==> src/rtl/lbus_bridge_pkg.sv <==
package lbus_bridge_pkg;
    localparam int unsigned AW = 32;
    localparam int unsigned DW = 32;
    localparam int unsigned BW = DW / 8;

    typedef enum logic [1:0] {
        PH_IDLE   = 2'd0,
        PH_INT_RD = 2'd1,
        PH_EXT    = 2'd2
    } phase_e;

    typedef struct packed {
        logic          wr;
        logic [AW-1:0] addr;
        logic [BW-1:0] be;
        logic [DW-1:0] wdata;
    } xfer_t;
endpackage

==> src/rtl/lbus_bridge_decode.sv <==
module lbus_bridge_decode
    import lbus_bridge_pkg::*;
#(
    parameter logic [AW-1:0] BASE  = 32'h8000_0000,
    parameter logic [AW-1:0] HIGH  = 32'h8000_FFFF,
    parameter int unsigned   IDX_W = 3
) (
    input  logic [AW-1:0]    addr_i,
    output logic             ext_hit_o,
    output logic [IDX_W-1:0] idx_o
);
    // Inclusive window compare on the full byte address.
    assign ext_hit_o = (addr_i >= BASE) && (addr_i <= HIGH);
    // Word index into the internal register file.
    assign idx_o     = addr_i[IDX_W+1:2];
endmodule

==> src/rtl/lbus_bridge_regfile.sv <==
module lbus_bridge_regfile
    import lbus_bridge_pkg::*;
#(
    parameter int unsigned NREGS = 8,
    parameter int unsigned IDX_W = $clog2(NREGS)
) (
    input  logic             clk,
    input  logic             rst_n,
    input  logic             we_i,
    input  logic [IDX_W-1:0] widx_i,
    input  logic [BW-1:0]    be_i,
    input  logic [DW-1:0]    wdata_i,
    input  logic [IDX_W-1:0] ridx_i,
    output logic [DW-1:0]    rdata_o
);
    logic [DW-1:0] mem_q [NREGS];
    logic [DW-1:0] mem_d [NREGS];
    logic [DW-1:0] lane_mask;

    // One mask byte per enable bit.
    for (genvar g = 0; g < BW; g++) begin : g_lane
        assign lane_mask[8*g +: 8] = {8{be_i[g]}};
    end

    always_comb begin
        mem_d = mem_q;
        if (we_i) begin
            mem_d[widx_i] = (mem_q[widx_i] & ~lane_mask) | (wdata_i & lane_mask);
        end
    end

    always_ff @(posedge clk) begin
        if (!rst_n) begin
            for (int i = 0; i < NREGS; i++) mem_q[i] <= '0;
        end else begin
            mem_q <= mem_d;
        end
    end

    assign rdata_o = mem_q[ridx_i];
endmodule

==> src/rtl/lbus_bridge_extport.sv <==
module lbus_bridge_extport
    import lbus_bridge_pkg::*;
(
    input  logic          clk,
    input  logic          rst_n,
    input  logic          start_i,
    input  xfer_t         xfer_i,
    input  logic          per_ready_i,
    input  logic [DW-1:0] per_rdata_i,
    output logic          per_as_o,
    output logic          per_rs_o,
    output logic          per_ws_o,
    output logic [AW-1:0] per_addr_o,
    output logic [BW-1:0] per_be_o,
    output logic [DW-1:0] per_wdata_o,
    output logic          done_o,
    output logic [DW-1:0] rdata_o
);
    typedef struct packed {
        logic          busy;
        logic          as;
        logic          rs;
        logic          ws;
        xfer_t         hold;
        logic          done;
        logic [DW-1:0] rdata;
    } ext_state_t;

    ext_state_t st_q, st_d;

    always_comb begin
        st_d      = st_q;
        st_d.as   = 1'b0;
        st_d.rs   = 1'b0;
        st_d.ws   = 1'b0;
        st_d.done = 1'b0;
        if (start_i && !st_q.busy) begin
            st_d.busy = 1'b1;
            st_d.as   = 1'b1;
            st_d.rs   = !xfer_i.wr;
            st_d.ws   = xfer_i.wr;
            st_d.hold = xfer_i;
        end else if (st_q.busy && per_ready_i) begin
            // Peripheral handshake closes the access; capture data now.
            st_d.busy  = 1'b0;
            st_d.done  = 1'b1;
            st_d.rdata = st_q.hold.wr ? '0 : per_rdata_i;
        end
    end

    always_ff @(posedge clk) begin
        if (!rst_n) st_q <= '0;
        else        st_q <= st_d;
    end

    assign per_as_o    = st_q.as;
    assign per_rs_o    = st_q.rs;
    assign per_ws_o    = st_q.ws;
    assign per_addr_o  = st_q.hold.addr;
    assign per_be_o    = st_q.hold.be;
    assign per_wdata_o = st_q.hold.wdata;
    assign done_o      = st_q.done;
    assign rdata_o     = st_q.rdata;
endmodule

==> src/rtl/lbus_bridge.sv <==
module lbus_bridge
    import lbus_bridge_pkg::*;
#(
    parameter logic [AW-1:0] EXT_BASE = 32'h8000_0000,
    parameter logic [AW-1:0] EXT_HIGH = 32'h8000_FFFF,
    parameter int unsigned   NREGS    = 8
) (
    input  logic          clk,
    input  logic          rst_n,
    input  logic          cpu_as_i,
    input  logic          cpu_rs_i,
    input  logic          cpu_ws_i,
    input  logic [31:0]   cpu_addr_i,
    input  logic [3:0]    cpu_be_i,
    input  logic [31:0]   cpu_wdata_i,
    output logic [31:0]   cpu_rdata_o,
    output logic          cpu_ready_o,
    output logic          cpu_wait_o,
    output logic          cpu_corr_err_o,
    output logic          cpu_uncorr_err_o,
    output logic          per_as_o,
    output logic          per_rs_o,
    output logic          per_ws_o,
    output logic [31:0]   per_addr_o,
    output logic [3:0]    per_be_o,
    output logic [31:0]   per_wdata_o,
    input  logic [31:0]   per_rdata_i,
    input  logic          per_ready_i
);
    localparam int unsigned IDX_W = $clog2(NREGS);

    typedef struct packed {
        phase_e           phase;
        logic [IDX_W-1:0] ridx;
        logic             ready;
        logic [DW-1:0]    rdata;
    } top_state_t;

    top_state_t st_q, st_d;

    logic             ext_hit;
    logic [IDX_W-1:0] idx;
    logic             accept;
    logic             ext_start;
    logic             int_wr;
    logic [DW-1:0]    rf_rdata;
    logic             ext_done;
    logic [DW-1:0]    ext_rdata;
    xfer_t            xfer;

    lbus_bridge_decode #(
        .BASE (EXT_BASE),
        .HIGH (EXT_HIGH),
        .IDX_W(IDX_W)
    ) u_decode (
        .addr_i   (cpu_addr_i),
        .ext_hit_o(ext_hit),
        .idx_o    (idx)
    );

    // New accesses are taken only when nothing is outstanding.
    assign accept    = cpu_as_i && (cpu_rs_i || cpu_ws_i) && (st_q.phase == PH_IDLE);
    assign ext_start = accept && ext_hit;
    assign int_wr    = accept && !ext_hit && cpu_ws_i;

    assign xfer.wr    = cpu_ws_i;
    assign xfer.addr  = cpu_addr_i;
    assign xfer.be    = cpu_be_i;
    assign xfer.wdata = cpu_wdata_i;

    lbus_bridge_regfile #(
        .NREGS(NREGS),
        .IDX_W(IDX_W)
    ) u_regs (
        .clk    (clk),
        .rst_n  (rst_n),
        .we_i   (int_wr),
        .widx_i (idx),
        .be_i   (cpu_be_i),
        .wdata_i(cpu_wdata_i),
        .ridx_i (st_q.ridx),
        .rdata_o(rf_rdata)
    );

    lbus_bridge_extport u_ext (
        .clk        (clk),
        .rst_n      (rst_n),
        .start_i    (ext_start),
        .xfer_i     (xfer),
        .per_ready_i(per_ready_i),
        .per_rdata_i(per_rdata_i),
        .per_as_o   (per_as_o),
        .per_rs_o   (per_rs_o),
        .per_ws_o   (per_ws_o),
        .per_addr_o (per_addr_o),
        .per_be_o   (per_be_o),
        .per_wdata_o(per_wdata_o),
        .done_o     (ext_done),
        .rdata_o    (ext_rdata)
    );

    always_comb begin
        st_d       = st_q;
        st_d.ready = 1'b0;
        st_d.rdata = '0;
        unique case (st_q.phase)
            PH_IDLE: begin
                if (ext_start) begin
                    st_d.phase = PH_EXT;
                end else if (int_wr) begin
                    st_d.ready = 1'b1;
                end else if (accept) begin
                    st_d.phase = PH_INT_RD;
                    st_d.ridx  = idx;
                end
            end
            PH_INT_RD: begin
                st_d.ready = 1'b1;
                st_d.rdata = rf_rdata;
                st_d.phase = PH_IDLE;
            end
            PH_EXT: begin
                if (ext_done) begin
                    st_d.ready = 1'b1;
                    st_d.rdata = ext_rdata;
                    st_d.phase = PH_IDLE;
                end
            end
            default: st_d.phase = PH_IDLE;
        endcase
    end

    always_ff @(posedge clk) begin
        if (!rst_n) begin
            st_q       <= '0;
            st_q.phase <= PH_IDLE;
        end else begin
            st_q <= st_d;
        end
    end

    assign cpu_ready_o      = st_q.ready;
    assign cpu_rdata_o      = st_q.rdata;
    assign cpu_wait_o       = (st_q.phase != PH_IDLE);
    assign cpu_corr_err_o   = 1'b0;
    assign cpu_uncorr_err_o = 1'b0;
endmodule

==> config.mk <==
export PLATFORM = sky130hd
export DESIGN_NAME = lbus_bridge
export DESIGN_NICKNAME = d
export VERILOG_FILES = /design/src/rtl/lbus_bridge_pkg.sv /design/src/rtl/lbus_bridge_decode.sv /design/src/rtl/lbus_bridge_regfile.sv /design/src/rtl/lbus_bridge_extport.sv /design/src/rtl/lbus_bridge.sv
export SDC_FILE = /design/constraint.sdc
export NUM_CORES = 1
export LEC_CHECK = 0
export BUFFER_PORTS_ARGS = -buffer_cell sky130_fd_sc_hd__buf_2
export CAP_MARGIN = 20
export CORE_MARGIN = 2
export CORE_UTILIZATION = 51
export CTS_CLUSTER_SIZE = 28
export DETAILED_ROUTE_END_ITERATION = 8
export GPL_TIMING_DRIVEN = 0
export HOLD_SLACK_MARGIN = 0.05
export PLACE_DENSITY = 0.7
export SYNTH_ARGS = -nofsm -noshare
export SYNTH_HDL_FRONTEND = slang
export SYNTH_HIERARCHICAL = 1
export SYNTH_SLANG_ARGS = --single-unit
==> constraint.sdc <==
create_clock -name clk -period 2.3 [get_ports clk]
set_input_delay 0.115 -clock clk [delete_from_list [all_inputs] [get_ports clk]]
set_output_delay 0.115 -clock clk [all_outputs]
set_load 0.005 [all_outputs]
; Word level (Yosys, flattened, before mapping)
; Index checks and enable logic that the tools add are counted.
[op_classes]
n_lt_le_gt_ge = 5
eq_ne = 5
n_mux = 24
n_bitwise = 10
n_reduce_logical = 21
[op_table]
columns = cell, n
row1 = $bwmux W256, 1
row2 = $bmux W32 S3, 2
row3 = $mux W32, 6
row4 = $demux W32 S3, 1
row5 = $mux W72, 1
row6 = $mux W33, 2
row7 = $and A32 B32 Y32, 2
row8 = $pmux W32 S2, 1
row9 = $ge A32 B32 Y1 const B, 1
row10 = $le A32 B32 Y1 const B, 1
row11 = $not A32 Y32, 1
row12 = $or A32 B32 Y32, 1
row13 = $mux W5, 2
row14 = $logic_and A1 B1 Y1, 9
row15 = $ge A4 B4 Y1 const B, 2
row16 = $not A3 Y4, 2
row17 = $ne A3 B2 Y1 const B, 2
row18 = $lt A4 B1 Y1 const B, 1
row19 = $mux W1, 4
row20 = $mux W2, 2
row21 = $not A1 Y1, 4
row22 = $pmux W2 S2, 1
row23 = $reduce_and A2 Y1, 2
row24 = $reduce_and A4 Y1, 1
row25 = 10 further kinds, 13
[word_totals]
ff_bits = 400
output_inout_bits = 107
word_cells = 87

; Depth between registers and ports, before layout
; Gate-level depths: netlist of the first run.
[logic_depth]
word_depth = 8
depth_mapped = 9
mapped_depth_nobuf = 7

; Cells and area by module
; Netlist of the first run, hierarchy kept.
[modules_own_cells]
columns = module, instances, cells_each, area_per_inst_um2, seq_area_each_um2
row1 = lbus_bridge_regfile, 1, 1181, 13777.0, 5124.9
row2 = lbus_bridge_extport, 1, 559, 4869.7, 2122.0
row3 = lbus_bridge, 1, 183, 1657.8, 760.7
row4 = lbus_bridge_decode, 1, 8, 58.8, 0.0

; Least setup slack after synthesis of the first run
; No wires, ideal clock.
[synth_path]
path_kind = flip-flop to flip-flop
start = reg st_q[36] (netlist bit)
end = reg u_regs/mem_q[79] (netlist bit)
arrival_ns = 1.823
required_ns = 2.160
path_slack_ns = 0.337
path_stages_with_launch = 10
n_path_buf = 3
period_less_slack_ns = 1.963
path_cell_list = dfxtp_1 -> inv_1 -> ha_1 -> and4b_2 -> clkbuf_1 -> nand4b_1 -> buf_2 -> buf_1 -> nand3_1 -> o221ai_1
[synth_via]
elab_chain_len = 4
[synth_lines]
columns = element, line
row1 = "start, declared", lbus_bridge.sv:39  ; top_state_t st_q, st_d;
row2 = "start signal, assigned", lbus_bridge.sv:138  ; st_q <= st_d;
row3 = $logic_not A2 Y1, lbus_bridge.sv:62  ; assign accept = cpu_as_i && (cpu_rs_i || cpu_ws_i) && (st_q.phase == PH_IDLE);
row4 = $logic_and A1 B1 Y1, lbus_bridge.sv:62
row5 = $logic_and A1 B1 Y1 (2 in a row), lbus_bridge.sv:64  ; assign int_wr = accept && !ext_hit && cpu_ws_i;
row6 = net int_wr, lbus_bridge.sv:45  ; logic int_wr;
row7 = "end signal, assigned", lbus_bridge_regfile.sv:36  ; mem_q <= mem_d;
row8 = "end, declared", lbus_bridge_regfile.sv:16  ; logic [DW-1:0] mem_q [NREGS];
; The timed path passes the listed nets, and every way through them passes these cells.
; A chain may end at the register's enable or synchronous reset.

; Worst setup path in the final report of the first run
[layout_path]
start = reg st_q[36] (netlist bit)
end = reg u_regs/mem_q[142] (netlist bit)
; Same word-level chain as after synthesis.

==> summary.txt, run 1 <==
Status
  – Status: finished, final reports clean

Floorplan
  – Core area: 0.03955 mm2
  – Die Footprint: 0.04154 mm2
  – Die Width: slightly above 200 um
  – Die Y: 203.8 um
  – Row cnt: 73
  – IO Count: between 200 and 250
  – Initial core utilization: 51.49%

Route
  – Routed len/inst: 27.33 um
  – Met3 routed WL: roughly 11 mm
  – Drt first pass iters: 8
  – Drt via density: 6.792
  – Uppermost layer routed: met4
  – Met2 WL post-DR: 34.31 mm
  – DR vias: 19.39k
  – Routed length on met1: around 28 mm
  – Drt initial violations: 2488
  – Routed Antenna Nets: 0
  – WL final: 78.03 mm
  – DRC viols: 0

Power
  – Cell-internal power: 12190 uW
  – Clock network fraction of total power: about half
  – P per Cell Area: 637.0 mW/mm2
  – Fraction of power consumed by sequential logic: a little over two fifths
  – Static leakage: 0.009187 uW
  – Net switching power: 3764 uW
  – Sw frac: 23.59%
  – Peak supply drop: 0.4787 mV
  – Total power: 15960 uW
  – Combinational share of power: 7.7%

Hold path
  – Worst Hold Launch: rst_n
  – HP Class: primary input to flop

CTS
  – CTS H-tree lvls: 2
  – CTS tree: built
  – Num CTS Buffers: 44
  – CTS root buf: clkbuf_16
  – Clock Tree Buf Depth: 3
  – CTS Sinks: 400
  – Clock latency at the later pin of the worst-skew pair: 0.58 ns
  – Reg clk slew, reported paths: around 0.07 ns

Global routing
  – Vias in the first global route: 19.33k
  – Total GRT Usage: 36.99%
  – Grt ovf: 0
  – Largest net degree at the start of global routing: 15
  – First-pass GRT wire length: between 100 and 150 mm
  – Initial antenna violation count: 0

Yosys
  – Asr flop ratio synth: 0%
  – Post-synth EDFFs: 0
  – Cell Area, Synth: about 0.02 mm2
  – #FFs+latches synth: 400
  – Top FF cell, synth: dfxtp_1
  – Post-Syn Area per Cell: 10.55 um2
  – Yosys warnings: 6
  – Syn Inst Count: 1931
  – Post-synthesis sequential area ratio: 39.32%
  – Post-synth cell types: 45

Layout
  – Synth-to-Final Area Change: 23.02%
  – Share of cells above drive strength 1: 33.39%
  – Fill cell count: 3147
  – Final nets: around 2.4k
  – N_diodes: 0
  – Fin util: between 60% and 70%

Timing
  – Fmax: between 0.4 and 0.5 GHz
  – RSZ-0062 raised after global routing: yes
  – Minimum clock period: around 2.3 ns
  – Setup Skew: approximately 0.022 ns
  – Period utilisation layout: 98.26%
  – Worst-Margin Slew: 1.032 ns
  – Relative slew slack: 31.21%
  – Endpoints failing setup: 0
  – Final hold violations: 0
  – Max-slew violations: 0
  – Hold WS: 0.08345 ns

Worst setup path
  – Reg2Reg Launch Point: st_q[36]$_SDFFE_PN0P_
  – CP cell instances: inv_2 -> ha_4 -> and4b_4 -> clkbuf_4 -> and4b_2 -> nand2_2 -> o221ai_1
  – Worst path slowest cell: and4b_2
  – Crit Path Category: flop to flop
  – Crit path max-delay family: simple AND/OR/NAND/NOR gates
  – Worst path buffer plus inverter count: 2
  – Arr. time, crit path: 2.74 ns
  – Worst endpoint required time: 2.78 ns
  – Worst Setup SP: st_q[36]$_SDFFE_PN0P_
  – Endpoint class of the critical path: flop
  – Slowest cell delay on critical path: roughly 0.39 ns
  – Crit-path max FO: 10
  – Worst setup SP type: flop

Placed design
  – Detailed placement HPWL: 51.60 mm
  – GPL Wtd Cong: 0.9564
  – I/O Buffers: about 210

Run
  – Max-capacitance violation count: 0
final timing paths:
path,end,slack (ns),cells past startpoint
max,u_regs/mem_q[142]$_SDFFE_PN0P_,0.04,7
min,cpu_rdata_o[8]$_SDFF_PN0_,0.08,3
max reg2reg,u_regs/mem_q[142]$_SDFFE_PN0P_,0.04,7
min reg2reg,u_ext/per_wdata_o[3]$_SDFFE_PN0P_,0.45,2
worst reg2reg max path: stages, from the launching register on:
cell	delay, ns
dfxtp_1	0.34
inv_2	0.10
ha_4	0.17
and4b_4	0.33
clkbuf_4	0.24
and4b_2	0.39
nand2_2	0.28
o221ai_1	0.30
sequential cells by signal, summed over array words and instances, names as in the netlist:
name / count
u_regs/mem_q: 256
cpu_rdata_o: 32
u_ext/per_addr_o: 32
u_ext/per_wdata_o: 32
u_ext/rdata_o: 32
st_q: 5
u_ext/per_be_o: 4
u_ext/st_q: 2
cpu_ready_o: 1
u_ext/done_o: 1
u_ext/per_as_o: 1
u_ext/per_rs_o: 1
u_ext/per_ws_o: 1
kinds of logic (layout without fill, tap and decap cells):
kind of cell               count (synthesis)  in the layout  share of synthesized area, %
and+or+nand+nor                          600            600                         14.59
adders and majority gates                  4              4                        0.2458
AOI/OAI and AO/OA                        402            402                         16.33
DFF                                      400            400                         39.32
muxes                                    192            192                         19.42
buffers and inverters                    332            730                         10.06
other                                      1              2                       0.01842
power groups by stage:
stage,combinational (uW),sequential [uW],clock [uW]
2_1_floorplan,582,7130,0
3_3_place_gp,997,7140,0
3_5_place_dp,1010,7140,0
4_1_cts,1170,6990,7760
5_1_grt,1260,6990,8030
6_report,1240,6990,7730
per-layer routing:
metal	global-route usage (%)	vias up
met5	0.8333	-
met4	25.50	0
met3	11.77	367
met2	55.72	1513
met1	45.11	9394
li1	-	8117
Yosys cell counts (4+ instances only):
master    instances  area [um2]
a22oi_1          32       240.2
mux4_2          128        2883
nor2b_1           7       43.79
clkbuf_1         88       330.3
mux2i_4          31       698.2
a21boi_1         69       518.0
a21boi_0         33       247.7
mux2_2           32       360.4
nand2_1         205       769.5
nor2_1           32       120.1
dfxtp_1         400        8008
buf_2            50       250.2
o21ai_0           4       20.02
o221ai_1        256        2242
nand3_1         291        1456
buf_6            19       214.0
ha_1              4       50.05
inv_1             6       22.52
nand4b_1         35       306.5
buf_1             9       33.78
buf_4           159        1194
cell type report:
class | count | area [um2] | share of cell area [%]
Buffer | 325 | 2205 | 8.800
Clock buffer | 70 | 1371 | 5.474
Clock inverter | 10 | 216.5 | 0.8641
Inverter | 6 | 22.52 | 0.08990
Multi-Input combinational cell | 1200 | 10430 | 41.63
Sequential cell | 400 | 8008 | 31.96
Tap cell | 525 | 656.9 | 2.622
Timing Repair Buffer | 319 | 2142 | 8.551
cell usage in the layout (no fill, tap or decap), types with 4 or more instances in the layout:
| cell type | n |
|---|---|
| a21boi_0 | 33 |
| a21boi_1 | 69 |
| a22oi_1 | 32 |
| buf_2 | 235 |
| buf_4 | 174 |
| buf_6 | 27 |
| bufinv_16 | 6 |
| clkbuf_1 | 66 |
| clkbuf_16 | 46 |
| clkbuf_2 | 26 |
| clkbuf_4 | 16 |
| clkbuf_8 | 13 |
| dfxtp_1 | 400 |
| dlygate4sd3_1 | 108 |
| inv_1 | 4 |
| mux2_2 | 32 |
| mux2i_4 | 31 |
| mux4_2 | 128 |
| nand2_1 | 180 |
| nand2_2 | 22 |
| nand3_1 | 291 |
| nand4b_1 | 35 |
| nor2_1 | 32 |
| nor2b_1 | 7 |
| o21ai_0 | 4 |
| o221ai_1 | 256 |
repair_timing:
action | CTS | global route
resized for setup | 90 | 45
hold buffers | 108 | 0
endpoints found under the setup margin | 279 | 267
buffers inserted | 1 | 1
pin swaps | 0 | 1
endpoints found under the hold margin | 109 | 0
metrics by stage:
step	TNS (ns)	std cells	instance area, um2	setup WS, ns
after floorplan	0	1932	20370	0.3370
after global placement	-74.59	2666	22070	-0.5152
after detailed placement	-91.42	2666	22070	-0.5934
after CTS	0	2854	24940	0.005805
after global routing	-0.01871	2855	25050	-0.005824
final	0	2855	25050	0.04011
No activity file was read; power rests on OpenSTA's default activity.
==> run 2, diff against run 1 <==
CELL_PAD_IN_SITES_DETAIL_PLACEMENT = 1   (was unset)
CELL_PAD_IN_SITES_GLOBAL_PLACEMENT = 1   (was unset)
CORE_UTILIZATION = 47   (was 51)
PLACE_DENSITY = 0.79   (was 0.7)
==> run 2 against run 1 <==
- the flow now finishes with violations (negative setup slack)
- first-iteration DRC count about the same
- critical path depth increased by 2
- via count increased by 2.3%
- sequential share of layout area decreased by 0.22 points
- hold slack improved by 0.020 ns
- die area increased by 8.3%
- count of clock-buffer cells in the layout decreased by 6
- wire length increased by 13%
- critical endpoint is now u_regs/mem_q[216]$_SDFFE_PN0P_
- highest routed layer unchanged
==> summary.txt, run 2 (synthesis gave the netlist of run 1 again) <==
CTS
  – Reg clk slew, reported paths: approximately 0.07 ns
  – CTS H-tree lvls: 2
  – CTS tree: built
  – Clock Tree Buf Depth: 3
  – CTS root buf: clkbuf_16
  – Num CTS Buffers: 46
  – CTS Sinks: 400
  – Clock latency at the later pin of the worst-skew pair: 0.61 ns

Route
  – Drt initial violations: about 2.5k
  – WL final: 88.06 mm
  – Drt via density: 6.794
  – DR vias: between 15k and 20k
  – Drt first pass iters: 8
  – Routed len/inst: 30.16 um
  – Routed Antenna Nets: 0
  – DRC viols: 0

Power
  – Peak supply drop: approximately 0.55 mV
  – Static leakage: 0.009210 uW
  – P per Cell Area: 646.7 mW/mm2

Timing
  – Relative slew slack: around 36%
  – RSZ-0062 raised after global routing: yes
  – Post-Route Setup TNS: -0.01121 ns
  – Worst-Margin Slew: 0.9554 ns
  – Minimum clock period: 2.308 ns
  – Fmax: 0.4333 GHz
  – Endpoints failing setup: 2
  – Final hold violations: 0
  – Setup Skew: approximately 0.017 ns
  – Period utilisation layout: 100.3%
  – Final worst setup slack: -0.007812 ns
  – Max-slew violations: 0

Floorplan
  – Die Width: 212.2 um
  – Core area: 0.04289 mm2
  – IO Count: 213
  – Row cnt: 76
  – Initial core utilization: 47.48%
  – Die Footprint: about 0.045 mm2
  – Die Y: 212.2 um

Status
  – Failing checks: negative setup slack
  – Status: finished, violations left

Worst setup path
  – Crit Path Category: primary input to flop
  – CP cell instances: dlygate4sd3_1 -> buf_2 -> nor4_1 -> and4_2 -> and4b_4 -> nand4bb_1 -> clkbuf_2 -> clkbuf_2 -> o221ai_1
  – Arr. time, crit path: 2.76 ns
  – Worst setup SP type: primary input
  – Crit path max-delay family: buffers and inverters
  – Worst path buffer plus inverter count: 4
  – Worst endpoint required time: 2.75 ns
  – Worst path slowest cell: dlygate4sd3_1
  – Endpoint class of the critical path: flop
  – Slowest cell delay on critical path: about 0.55 ns
  – Crit-path max FO: 10
  – Most frequent cell on the critical path: clkbuf_2

Placed design
  – Placed Area: 0.02215 mm2
  – Detailed placement HPWL: 55.34 mm
  – Placed cell count: 2726
  – I/O Buffers: around 210
  – GPL Wtd Cong: 0.9305

Global routing
  – Vias in the first global route: 20.87k
  – First-pass GRT wire length: around 130 mm
  – Grt ovf: 0
  – Largest net degree at the start of global routing: 15
  – Total GRT Usage: around two fifths
  – Initial antenna violation count: 0

Layout
  – Fin util: 58.83%
  – Synth-to-Final Area Change: 23.89%
  – Fin area: 0.02523 mm2
  – Share of cells above drive strength 1: 34.02%
  – Fill cell count: 4605
  – Most frequent cells in the layout: dfxtp_1, nand3_1, o221ai_1, buf_2, nand2_1
  – Number of flip-flops in the largest register: 256
  – Finished Layout Cells: 2920
  – Commonest non-fill, non-tap cell in the layout: dfxtp_1
  – Final nets: 2407
  – Biggest register: u_regs/mem_q

Run
  – Max-capacitance violation count: 0

Hold path
  – HP Class: primary input to flop
[run 2: changes by cell type in the layout (fill, tap and decap cells not counted), moves of 4 or more]
cell,before,now
clkbuf_1,66,58
clkbuf_2,26,21
nand2_2,22,27
clkinv_2,1,9
buf_6,27,31
[run 2: layout make-up]
type                            instances  area [um2]  share of cell area (%)
Tap cell                              585       732.0                   2.901
Clock buffer                           64        1403                   5.560
Buffer                                324        2235                   8.858
Multi-Input combinational cell       1200       10430                   41.36
Sequential cell                       400        8008                   31.74
Antenna cell                            1       2.502                0.009919
Clock inverter                         21       250.2                  0.9919
Timing Repair Buffer                  319        2142                   8.491
Inverter                                6       22.52                 0.08927
[run 2: final timing paths]
check | from | end | slack, ns | cells past startpoint
hold / removal | rst_n | cpu_rdata_o[8]$_SDFF_PN0_ | 0.10 | 3
setup / recovery | cpu_addr_i[21] | u_regs/mem_q[216]$_SDFFE_PN0P_ | -0.008 | 9
hold reg to reg | u_ext/per_wdata_o[27]$_SDFFE_PN0P_ | u_ext/per_wdata_o[27]$_SDFFE_PN0P_ | 0.45 | 2
setup reg to reg | st_q[36]$_SDFFE_PN0P_ | u_regs/mem_q[255]$_SDFFE_PN0P_ | 0.04 | 6
[run 2: worst min-delay path: cells and delay by family]
kind	cells	cell delay, ns
buffers and inverters	1	0.22
AND/OR/NAND/NOR	2	0.33
[run 2: power by group]
part / internal [uW] / switching (uW) / leakage [uW]
clock network: 4830 / 3220 / 0.000809
logic: 478 / 794 / 0.00518
registers: 6960 / 30.9 / 0.00322
[run 2: metrics by stage]
stage	total power (uW)	hold WS, ns	setup WS, ns
global placement	8154	0.3562	-0.5713
CTS	16250	0.07512	0.001069
floorplan	7716	0.1866	0.3370
global route	16680	0.1171	-0.05368
detailed placement	8178	0.3638	-0.6080
finish	16320	0.1033	-0.007812
[run 2: layer usage]
metal	GRT usage, %	routed length, um
met1	46.67	32050
met2	61.39	40590
met3	8.804	8655
met4	28.22	6755
met5	0	0
[run 2: repair_timing]
action | in CTS | in global routing
hold buffers | 108 | 0
setup endpoints to repair | 288 | 200
gates resized for setup | 96 | 57
endpoints found under the hold margin | 109 | 0
pin swaps | 1 | 2
setup buffers | 1 | 1
